`config.mk`:
```
export PLATFORM = sky130hd
export DESIGN_NAME = seg_load_unit
export DESIGN_NICKNAME = d
export VERILOG_FILES = /design/src/rtl/seg_load_pkg.sv /design/src/rtl/seg_desc_unpack.sv /design/src/rtl/seg_rule_check.sv /design/src/rtl/seg_load_unit.sv
export SDC_FILE = /design/constraint.sdc
export NUM_CORES = 1
export LEC_CHECK = 0
export BUFFER_PORTS_ARGS = -buffer_cell sky130_fd_sc_hd__buf_4
export CAP_MARGIN = 5
export CELL_PAD_IN_SITES_DETAIL_PLACEMENT = 1
export CELL_PAD_IN_SITES_GLOBAL_PLACEMENT = 2
export CORE_MARGIN = 2
export CORE_UTILIZATION = 36
export CTS_CLUSTER_SIZE = 10
export DETAILED_ROUTE_END_ITERATION = 12
export PLACE_DENSITY = 0.9
export SYNTH_ARGS = -nofsm -noshare
export SYNTH_HDL_FRONTEND = slang
export SYNTH_SLANG_ARGS = --single-unit
```
`constraint.sdc`:
```
create_clock -name clk_i -period 5.65 [get_ports clk_i]
set_input_delay 0 -clock clk_i [delete_from_list [all_inputs] [get_ports clk_i]]
set_output_delay 0 -clock clk_i [all_outputs]
set_load 0.02 [all_outputs]
```
`src/rtl/seg_load_pkg.sv`:
```
package seg_load_pkg;

  typedef enum logic [1:0] {
    SEG_DATA  = 2'd0,
    SEG_STACK = 2'd1,
    SEG_CODE  = 2'd2
  } seg_kind_e;

  typedef enum logic [1:0] {
    FLT_NONE = 2'd0,
    FLT_GP   = 2'd1,
    FLT_SS   = 2'd2,
    FLT_NP   = 2'd3
  } flt_kind_e;

  typedef struct packed {
    logic       big;
    logic       present;
    logic [1:0] dpl;
    logic       sflag;
    logic       exec;
    logic       dc;
    logic       rw;
    logic       acc;
  } seg_attr_t;

  localparam int DESC_W   = 64;
  localparam int WORD_W   = 32;
  localparam int GRAN_SH  = 12;
  localparam int REAL_SH  = 4;

endpackage

```
`src/rtl/seg_desc_unpack.sv`:
```
module seg_desc_unpack
  import seg_load_pkg::*;
#(
  parameter int ADDR_W = 32,
  parameter int LIM_W  = 32
) (
  input  logic [DESC_W-1:0] desc_i,
  output logic [ADDR_W-1:0] base_o,
  output logic [LIM_W-1:0]  limit_o,
  output seg_attr_t         attr_o
);
  localparam int RAW_LIM_W = 20;

  logic [WORD_W-1:0]    lo_w, hi_w;
  logic [WORD_W-1:0]    raw_base;
  logic [RAW_LIM_W-1:0] raw_lim;
  logic                 unused_bits;

  assign lo_w     = desc_i[WORD_W-1:0];
  assign hi_w     = desc_i[DESC_W-1:WORD_W];
  assign raw_base = {hi_w[31:24], hi_w[7:0], lo_w[31:16]};
  assign raw_lim  = {hi_w[19:16], lo_w[15:0]};
  assign unused_bits = ^hi_w[21:20];

  assign base_o  = ADDR_W'(raw_base);
  assign limit_o = hi_w[23] ? LIM_W'({raw_lim, {GRAN_SH{1'b0}}}) : LIM_W'(raw_lim);

  assign attr_o = '{big:     hi_w[22],
                    present: hi_w[15],
                    dpl:     hi_w[14:13],
                    sflag:   hi_w[12],
                    exec:    hi_w[11],
                    dc:      hi_w[10],
                    rw:      hi_w[9],
                    acc:     hi_w[8]};
endmodule

```
`src/rtl/seg_rule_check.sv`:
```
module seg_rule_check
  import seg_load_pkg::*;
#(
  parameter int SEL_W = 16
) (
  input  seg_kind_e        kind_i,
  input  logic [SEL_W-1:0] sel_i,
  input  logic [1:0]       cpl_i,
  input  seg_attr_t        attr_i,
  output flt_kind_e        flt_o,
  output logic [SEL_W-1:0] code_o
);
  logic       null_sel;
  logic [1:0] rpl;

  assign null_sel = (sel_i[SEL_W-1:3] == '0);
  assign rpl      = sel_i[1:0];

  always_comb begin
    flt_o  = FLT_NONE;
    code_o = sel_i;
    case (kind_i)
      SEG_STACK: begin
        if (null_sel) begin
          flt_o  = FLT_GP;
          code_o = '0;
        end else if (!attr_i.sflag || attr_i.exec || !attr_i.rw ||
                     rpl != cpl_i || rpl != attr_i.dpl) begin
          flt_o = FLT_GP;
        end else if (!attr_i.present) begin
          flt_o = FLT_SS;
        end
      end
      SEG_CODE: begin
        if (null_sel) begin
          flt_o  = FLT_GP;
          code_o = '0;
        end else if (!attr_i.sflag) begin
          flt_o = FLT_GP;   // gates are refused
        end else if (!attr_i.present) begin
          flt_o = FLT_NP;
        end else if (!attr_i.exec) begin
          flt_o = FLT_GP;
        end else if (attr_i.dc ? (attr_i.dpl > cpl_i)
                               : (rpl > cpl_i || cpl_i != attr_i.dpl)) begin
          flt_o = FLT_GP;
        end
      end
      default: begin
        if (!null_sel) begin
          if (!attr_i.sflag) begin
            flt_o = FLT_GP;
          end else if (rpl > attr_i.dpl || cpl_i > attr_i.dpl) begin
            flt_o = FLT_GP;
          end else if (!attr_i.present) begin
            flt_o = FLT_NP;
          end
        end
      end
    endcase
  end
endmodule

```
`src/rtl/seg_load_unit.sv`:
```
module seg_load_unit
  import seg_load_pkg::*;
#(
  parameter int ADDR_W = 32,
  parameter int TLIM_W = 16,
  parameter int SEL_W  = 16
) (
  input  logic              clk_i,
  input  logic              rst_ni,
  input  logic              req_valid_i,
  input  logic [SEL_W-1:0]  selector_i,
  input  logic [1:0]        seg_kind_i,
  input  logic              prot_en_i,
  input  logic              v86_i,
  input  logic [1:0]        cpl_i,
  input  logic [ADDR_W-1:0] gtab_base_i,
  input  logic [TLIM_W-1:0] gtab_limit_i,
  input  logic [ADDR_W-1:0] ltab_base_i,
  input  logic [TLIM_W-1:0] ltab_limit_i,
  output logic              busy_o,
  output logic              mem_req_o,
  output logic [ADDR_W-1:0] mem_addr_o,
  input  logic              mem_ack_i,
  input  logic [31:0]       mem_data_i,
  output logic              done_o,
  output logic              fault_o,
  output logic [1:0]        fault_kind_o,
  output logic [SEL_W-1:0]  fault_code_o,
  output logic              cpl_we_o,
  output logic [1:0]        cpl_new_o,
  output logic [SEL_W-1:0]  cache_sel_o,
  output logic [ADDR_W-1:0] cache_base_o,
  output logic [31:0]       cache_limit_o,
  output logic [8:0]        cache_attr_o,
  output logic [1:0]        cache_rpl_o
);
  localparam int CMP_W    = ((SEL_W > TLIM_W) ? SEL_W : TLIM_W) + 1;
  localparam int HI_OFS   = WORD_W / 8;
  localparam int LIM_W    = 32;

  typedef enum logic [1:0] {S_IDLE, S_FETCH_LO, S_FETCH_HI, S_EVAL} state_e;

  state_e              state_q;
  logic [SEL_W-1:0]    sel_q;
  seg_kind_e           kind_q;
  logic [1:0]          cpl_q;
  logic [ADDR_W-1:0]   addr_q;
  logic [WORD_W-1:0]   lo_q, hi_q;
  logic                done_q, fault_q, cpl_we_q;
  flt_kind_e           fkind_q;
  logic [SEL_W-1:0]    fcode_q;
  logic [1:0]          cpl_new_q;
  logic [SEL_W-1:0]    c_sel_q;
  logic [ADDR_W-1:0]   c_base_q;
  logic [LIM_W-1:0]    c_lim_q;
  seg_attr_t           c_attr_q;
  logic [1:0]          c_rpl_q;

  // request-side decode
  logic                prot_mode;
  logic                use_local;
  logic [SEL_W-1:0]    sel_off;
  logic [CMP_W-1:0]    off_ext, lim_ext;
  logic                idx_over;
  logic                idx_null;
  logic [ADDR_W-1:0]   tab_base;

  assign prot_mode = prot_en_i && !v86_i;
  assign use_local = selector_i[2];
  assign sel_off   = {selector_i[SEL_W-1:3], 3'b000};
  assign off_ext   = CMP_W'(sel_off);
  assign lim_ext   = use_local ? CMP_W'(ltab_limit_i) : CMP_W'(gtab_limit_i);
  assign idx_over  = off_ext > lim_ext;
  assign idx_null  = (selector_i[SEL_W-1:3] == '0);
  assign tab_base  = use_local ? ltab_base_i : gtab_base_i;

  // descriptor decode and rule check
  logic [ADDR_W-1:0] d_base;
  logic [LIM_W-1:0]  d_lim;
  seg_attr_t         d_attr;
  flt_kind_e         chk_flt;
  logic [SEL_W-1:0]  chk_code;

  seg_desc_unpack #(.ADDR_W(ADDR_W), .LIM_W(LIM_W)) u_unpack (
    .desc_i  ({hi_q, lo_q}),
    .base_o  (d_base),
    .limit_o (d_lim),
    .attr_o  (d_attr)
  );

  seg_rule_check #(.SEL_W(SEL_W)) u_check (
    .kind_i (kind_q),
    .sel_i  (sel_q),
    .cpl_i  (cpl_q),
    .attr_i (d_attr),
    .flt_o  (chk_flt),
    .code_o (chk_code)
  );

  always_ff @(posedge clk_i or negedge rst_ni) begin
    if (!rst_ni) begin
      state_q   <= S_IDLE;
      sel_q     <= '0;
      kind_q    <= SEG_DATA;
      cpl_q     <= '0;
      addr_q    <= '0;
      lo_q      <= '0;
      hi_q      <= '0;
      done_q    <= 1'b0;
      fault_q   <= 1'b0;
      cpl_we_q  <= 1'b0;
      fkind_q   <= FLT_NONE;
      fcode_q   <= '0;
      cpl_new_q <= '0;
      c_sel_q   <= '0;
      c_base_q  <= '0;
      c_lim_q   <= '0;
      c_attr_q  <= '0;
      c_rpl_q   <= '0;
    end else begin
      done_q   <= 1'b0;
      fault_q  <= 1'b0;
      cpl_we_q <= 1'b0;
      case (state_q)
        S_IDLE: begin
          if (req_valid_i) begin
            sel_q  <= selector_i;
            kind_q <= seg_kind_e'(seg_kind_i);
            cpl_q  <= v86_i ? 2'd3 : cpl_i;
            if (!prot_mode) begin
              c_sel_q  <= selector_i;
              c_base_q <= ADDR_W'({selector_i, {REAL_SH{1'b0}}});
              done_q   <= 1'b1;
              fkind_q  <= FLT_NONE;
            end else if (idx_over) begin
              done_q  <= 1'b1;
              fault_q <= 1'b1;
              fkind_q <= FLT_GP;
              fcode_q <= selector_i;
            end else if (idx_null) begin
              // null index: evaluate against an all-zero descriptor
              lo_q    <= '0;
              hi_q    <= '0;
              state_q <= S_EVAL;
            end else begin
              addr_q  <= tab_base + ADDR_W'(sel_off);
              state_q <= S_FETCH_LO;
            end
          end
        end
        S_FETCH_LO: begin
          if (mem_ack_i) begin
            lo_q    <= mem_data_i;
            state_q <= S_FETCH_HI;
          end
        end
        S_FETCH_HI: begin
          if (mem_ack_i) begin
            hi_q    <= mem_data_i;
            state_q <= S_EVAL;
          end
        end
        default: begin
          done_q  <= 1'b1;
          state_q <= S_IDLE;
          if (chk_flt != FLT_NONE) begin
            fault_q <= 1'b1;
            fkind_q <= chk_flt;
            fcode_q <= chk_code;
          end else begin
            fkind_q  <= FLT_NONE;
            c_sel_q  <= sel_q;
            c_base_q <= d_base;
            c_lim_q  <= d_lim;
            c_attr_q <= d_attr;
            c_rpl_q  <= sel_q[1:0];
            if (kind_q == SEG_CODE) begin
              cpl_we_q  <= 1'b1;
              cpl_new_q <= sel_q[1:0];
            end
          end
        end
      endcase
    end
  end

  assign busy_o        = (state_q != S_IDLE);
  assign mem_req_o     = (state_q == S_FETCH_LO) || (state_q == S_FETCH_HI);
  assign mem_addr_o    = (state_q == S_FETCH_HI) ? addr_q + ADDR_W'(HI_OFS) : addr_q;
  assign done_o        = done_q;
  assign fault_o       = fault_q;
  assign fault_kind_o  = fkind_q;
  assign fault_code_o  = fcode_q;
  assign cpl_we_o      = cpl_we_q;
  assign cpl_new_o     = cpl_new_q;
  assign cache_sel_o   = c_sel_q;
  assign cache_base_o  = c_base_q;
  assign cache_limit_o = c_lim_q;
  assign cache_attr_o  = c_attr_q;
  assign cache_rpl_o   = c_rpl_q;

  // ---------------- assertions ----------------
  p_real_base_r1: assert property (@(posedge clk_i) disable iff (!rst_ni)
    (state_q == S_IDLE && req_valid_i && !prot_mode) |=>
      (done_o && !fault_o && !mem_req_o &&
       cache_base_o == ADDR_W'({$past(selector_i), {REAL_SH{1'b0}}})));

  p_addr_hold_r2: assert property (@(posedge clk_i) disable iff (!rst_ni)
    (mem_req_o && !mem_ack_i) |=> (mem_req_o && $stable(mem_addr_o)));

  p_bound_fault_r3: assert property (@(posedge clk_i) disable iff (!rst_ni)
    (state_q == S_IDLE && req_valid_i && prot_mode && idx_over) |=>
      (fault_o && fault_kind_o == FLT_GP && fault_code_o == $past(selector_i)));

  p_ss_stack_only_r5: assert property (@(posedge clk_i) disable iff (!rst_ni)
    (done_o && fault_o && fault_kind_o == FLT_SS) |-> (kind_q == SEG_STACK));

  p_np_not_stack_r6: assert property (@(posedge clk_i) disable iff (!rst_ni)
    (done_o && fault_o && fault_kind_o == FLT_NP) |-> (kind_q != SEG_STACK));

  p_cpl_code_ok_r8: assert property (@(posedge clk_i) disable iff (!rst_ni)
    cpl_we_o |-> (done_o && !fault_o && kind_q == SEG_CODE && cpl_new_o == cache_rpl_o));

  p_fault_keeps_cache_r12: assert property (@(posedge clk_i) disable iff (!rst_ni)
    (done_o && fault_o) |-> ($stable(cache_base_o) && $stable(cache_sel_o) &&
                             $stable(cache_limit_o) && $stable(cache_attr_o)));

  p_done_pulse_r12: assert property (@(posedge clk_i) disable iff (!rst_ni)
    done_o |=> !done_o);

  p_fault_with_done_r12: assert property (@(posedge clk_i) disable iff (!rst_ni)
    fault_o |-> done_o);

endmodule

```
Word-level counts from Yosys, hierarchy flattened
Cells that the tools add are included.
W data, S select, Z words.
{"block": "classes", "n_addsub": 2, "multipliers": 0, "n_div": 0, "magnitude_cmp": 5, "eq_ne": 17, "shift": 0, "mux": 64, "bitwise": 5, "reduce_logical": 32}
{"operator": "$mux W32", "n": 11}
{"operator": "$pmux W32 S2", "n": 3}
{"operator": "$mux W16", "n": 10}
{"operator": "$pmux W16 S2", "n": 2}
{"operator": "$mux W2", "n": 22}
{"operator": "$add A32 B16 Y32", "n": 1}
{"operator": "$add A32 B3 Y32 const B", "n": 1}
{"operator": "$logic_not A13 Y1", "n": 2}
{"operator": "$gt A16 B16 Y1", "n": 1}
{"operator": "$ne A2 B2 Y1 const B", "n": 8}
{"operator": "$reduce_and A5 Y1", "n": 3}
{"operator": "$reduce_and A6 Y1", "n": 2}
{"operator": "$mux W1", "n": 11}
{"operator": "$reduce_bool A2 Y1", "n": 5}
{"operator": "$gt A2 B2 Y1", "n": 4}
{"operator": "$pmux W2 S2", "n": 2}
{"operator": "$logic_or A1 B1 Y1", "n": 7}
{"operator": "$ne A2 B2 Y1", "n": 3}
{"operator": "$pmux W2 S3", "n": 1}
{"operator": "$reduce_and A3 Y1", "n": 2}
{"operator": "$not A1 Y1", "n": 5}
{"operator": "$eq A2 B1 Y1 const B", "n": 2}
{"operator": "$eq A2 B2 Y1 const B", "n": 2}
{"operator": "$pmux W1 S2", "n": 2}
{"operator": "9 further kinds", "n": 13}
{"block": "word_totals", "register_bits": 232, "latch_bits": 0, "ramBits": 0, "mem_bits_ro": 0, "inputBits": 154, "out_inout_bits": 148, "n_memories": 0}

Depth between registers and ports, before layout
{"block": "logic_depth", "ltp_word": 12, "ltp_mapped": 15}

Hierarchy
Synthesis repeated with hierarchy kept, for this count alone.
{"block": "hier_totals", "cells_unflattened": 1141, "hier_area_um2": 12639.6}
{"mod": "seg_load_unit", "n_inst": 1, "cells_per_inst": 1005, "area_per_inst_um2": 11641.2, "seq_area_each_um2": 5805.6}
{"mod": "seg_desc_unpack", "n_inst": 1, "cells_per_inst": 76, "area_per_inst_um2": 591.8, "seq_area_each_um2": 0.0}
{"mod": "seg_rule_check", "n_inst": 1, "cells_per_inst": 60, "area_per_inst_um2": 406.6, "seq_area_each_um2": 0.0}

Worst setup path before layout
OpenSTA, ideal clock, no wires.
{"block": "synth_timing", "path_type": "input-to-reg", "start": "in selector_i[2]", "end": "reg addr_q[18]", "setup_time_ps": 133, "arrival_time_ps": 3792, "slack_ps": 1725, "stages": 15, "path_buffers": 6, "cell_sequence": "buf_6 > clkbuf_1 > clkbuf_1 > clkbuf_1 > mux2i_1 > ha_1 > a211oi_1 > nor2_1 > a2111oi_0 > o311ai_2 > or2_1 > buf_2 > buf_2 > a211oi_1 > nand3_1"}
{"block": "synth_between", "elab_chain_len": 4, "word_cells_on_any_way": 6, "classes_between": "1 x add/sub; 1 x order compare; 2 x mux; 1 x bitwise; 1 x reduce/logical"}
{"element": "start: declaration", "line_no": "seg_load_unit.sv:11", "source": "input logic [SEL_W-1:0] selector_i,"}
{"element": "$mux W16", "line_no": "seg_load_unit.sv:72", "source": "assign lim_ext = use_local ? CMP_W'(ltab_limit_i) : CMP_W'(gtab_limit_i);"}
{"element": "$gt A16 B16 Y1", "line_no": "seg_load_unit.sv:73", "source": "assign idx_over = off_ext > lim_ext;"}
{"element": "$not A1 Y1 (no line)"}
{"element": "$reduce_and A5 Y1 (no line)"}
{"element": "end signal: assignment", "line_no": "seg_load_unit.sv:146", "source": "addr_q <= tab_base + ADDR_W'(sel_off);"}
{"element": "end: declaration", "line_no": "seg_load_unit.sv:47", "source": "logic [ADDR_W-1:0] addr_q;"}
Parallel ways exist; a longest one is shown, timed or not.
A chain may end at the register's enable or synchronous reset.

Worst setup path after layout
Same ends and word-level chain as after synthesis.

==> impl_metrics.csv <==
group,metric,value,unit
floorplan,die_area,0.0357,mm²
pwr,p_sw_share,42.5,%
place,place_congestion,0.816,
routing,drtAntennaViolNets,0,
worst_setup_path,endpoint_kind,"flip-flop",
place,portBuffers,301,
run,maxCapViolCount,0,
global_routing,grt_use_total,24.1,%
synthesis,synth-seq-cells,230,
worst_setup_path,rrSetupSlack,1.75,ns
floorplan,initial_utilization,36.6,%
clock_tree,cts_buffer_depth,3,
global_routing,grt.overflow.total,0,
worst_setup_path,path_class,"input port to flip-flop",
timing,period_minus_slack,4.28,ns
timing,finalSetupViolCount,0,
pwr,intPower,5.40,mW
routing,wl_per_cell,21.6,µm
clock_tree,cts_tree,"yes",
synthesis,synth_area,0.0123,mm²
global_routing,grt_pass1_wl,68.4,mm
floorplan,rows,67,
global_routing,grt_max_degree,144,
pwr,powerDensity,564,mW/mm²
clock_tree,cts_buffers,28,
synthesis,yosysWarnings,0,
pwr,comb_power_share,49.3,%
synthesis,synth_ff_type,"dfrtp_1",
synthesis,netlist_instances,1196,
pwr,pwr-share-seq,33.1,%
cells_and_area,finalNonFillerCells,2014,
clock_tree,cts_root_buf,"clkbuf_16",
worst_setup_path,path_max_fanout,57,
routing,drtIter0Drc,683,
synthesis,syn_avg_cell_area,10.3,µm²
place,hpwl,30.2,mm
worst_setup_path,crit_required,6.07,ns
floorplan,die_width,189,µm
cells_and_area,area_delta_synth_final,35.3,%
floorplan,die_h,189,µm
timing,clock-skew-final,0.00977,ns
clock_tree,cts_resized,0,
timing,rsz0062_at_grt,"false",
routing,first_pass_iters,4,
timing,period_share,75.7,%
cells_and_area,final_cell_mix,"buf_4 (313), dfrtp_1 (230), nand2_1 (137)",
routing,viasPerCell,5.46,
pwr,ir_worst_vdd,0.000344,V
global_routing,antenna_found_initial,1,
synthesis,synth_edf_count,0,
cells_and_area,finalNetCount,1750,
routing,postRouteWirelength,43.6,mm
timing,tns,0,ns
worst_setup_path,crit_arrival,4.69,ns
run_status,status,"completed",
floorplan,io_pins,302,
timing,fmax,234,MHz
synthesis,synth_cell_types,74,
floorplan,core_area,0.0336,mm²
cells_and_area,drive_gt1_share,28.3,%
clock_tree,cts_sinks,230,
synthesis,syn_nets,1390,
pwr,leakage,7.70,nW
pwr,p_clk_share,17.6,%
clock_tree,htreeDepth,1,
timing,max_slew_margin,18.9,%
pwr,p_switching,3.99,mW
cells_and_area,final_common_cell,"buf_4",
clock_tree,post_cts_buffers,0,
synthesis,synthArstFlopShare,100,%
routing,route.detailed.drc,0,
place,numPlacedInstances,1885,
timing,drv_slew,0,
routing,dr_total_vias,11000,
worst_setup_path,worstSetupStartpointType,"input port",
timing,hold_violations,0,
synthesis,ys_seq_area_share,46.8,%
global_routing,grt_pass1_vias,11900,
clock_tree,clock_latency,0.54,ns
timing,tightest_slew,1.21,ns
clock_tree,clk_pin_slew,0.06,ns
worst_hold_path,hold_class,"input port to flip-flop",
path summary, 6_finish.rpt:
kind,startpoint,endpoint,cells past startpoint
max,selector_i[2],addr_q[18]$_DFFE_PN0P_,13
min,ltab_base_i[30],addr_q[30]$_DFFE_PN0P_,4
max reg2reg,state_q[0]$_DFFE_PN0P_,addr_q[18]$_DFFE_PN0P_,8
min reg2reg,cache_limit_o[11]$_DFFE_PN0P_,cache_limit_o[11]$_DFFE_PN0P_,2
max in group asynchronous,rst_ni,fault_code_o[4]$_DFFE_PN0P_,3
min in group asynchronous,rst_ni,cache_limit_o[20]$_DFFE_PN0P_,2
Yosys cell counts, types with 6 or more instances:
cell type | number | area, µm²
nand2b_1 | 34 | 213
nor4_1 | 21 | 131
nand3_1 | 53 | 265
o22a_1 | 12 | 105
o21a_1 | 22 | 165
nand2_1 | 137 | 514
xnor2_1 | 28 | 245
a21oi_1 | 14 | 70.1
a21o_1 | 6 | 45.0
nor2b_1 | 8 | 50.1
clkbuf_1 | 56 | 210
mux2_2 | 68 | 766
o21ai_0 | 86 | 430
dfrtp_1 | 230 | 5760
xor2_1 | 16 | 140
inv_1 | 19 | 71.3
o211ai_1 | 6 | 45.0
a22o_1 | 62 | 543
nor3_1 | 30 | 150
buf_2 | 10 | 50.1
mux2i_1 | 39 | 390
and3_1 | 9 | 56.3
nand4_1 | 17 | 106
o311ai_0 | 16 | 140
ha_1 | 39 | 488
and3b_1 | 16 | 140
or2_2 | 6 | 37.5
o31ai_1 | 8 | 60.1
o221a_2 | 7 | 78.8
o21ai_1 | 7 | 35.0
nor2_1 | 45 | 169
layout make-up:
type                            instances  area [µm²]
Sequential cell                       230        5760
Inverter                               20        75.1
Antenna cell                            1        2.50
Tap cell                              448         561
Timing Repair Buffer                  404        3280
Clock buffer                           35         758
Multi-Input combinational cell        872        6180
Fill cell                            3727       17000
Clock inverter                          4        45.0
state kept, by name, summed over array words and instances (netlist names), 9 cells and up:
name / cells
addr_q: 32
cache_limit_o: 32
cache_base_o: 32
sel_q: 16
hi_q: 30
fault_code_o: 16
cache_attr_o: 9
lo_q: 32
cache_sel_o: 16
critical path, cell delays in order:
cell and delay, ns:
buf_4 0.61, mux2_2 0.41, dlygate4sd3_1 0.55, ha_1 0.22
a211oi_1 0.25, nor2_1 0.14, o311a_1 0.41, o211ai_1 0.33
o21ai_1 0.30, nand4_1 0.20, dlygate4sd3_1 0.56, nand3_1 0.08
dlygate4sd3_1 0.58
metrics by stage:
stage | hold slack [ns] | utilization [%] | worst slack (ns) | power, mW | cell area, µm²
finish | 0.0286 | 49.5 | 1.37 | 9.39 | 16600
global route | 0.0754 | 49.5 | 1.12 | 9.99 | 16600
CTS | 0.0122 | 49.5 | 1.52 | 9.43 | 16600
detailed placement | 0.0584 | 44.5 | 1.46 | 7.66 | 15000
global placement | 0.0636 | 44.5 | 1.69 | 7.49 | 15000
floorplan | -0.296 | - | 1.73 | 5.83 | 12300
metal layers:
metal | global-route usage, % | routed length (µm) | up-vias
li1 | - | - | 5100
met2 | 41.2 | 21200 | 263
met3 | 2.87 | 1430 | 90
met5 | 0 | 0 | -
met1 | 31.8 | 19300 | 5535
met4 | 8.08 | 1590 | 0
repair_timing:
item	4_1_cts	5_1_grt
setup endpoints to repair	0	0
hold buffers	89	0
endpoints found under the hold margin	201	0
power by group through the flow:
| stage | registers, mW | logic, mW | clock network [mW] |
|---|---|---|---|
| final | 3.11 | 4.62 | 1.65 |
| after global routing | 3.21 | 5.03 | 1.75 |
| after CTS | 3.10 | 4.64 | 1.68 |
| after detailed placement | 3.11 | 4.55 | 0 |
| after global placement | 3.07 | 4.42 | 0 |
| after floorplan | 3.29 | 2.54 | 0 |
cells by family after synthesis:
kind of cell,after synthesis,share of synthesized area [%]
muxes,108,9.50
DFF,230,46.8
AOI/OAI and AO/OA,281,16.7
xor gates and xnor gates,44,3.13
and+or+nand+nor,399,16.6
adders and majority gates,40,4.13
buffers and inverters,94,3.18
(Power assumes the default switching activity.)
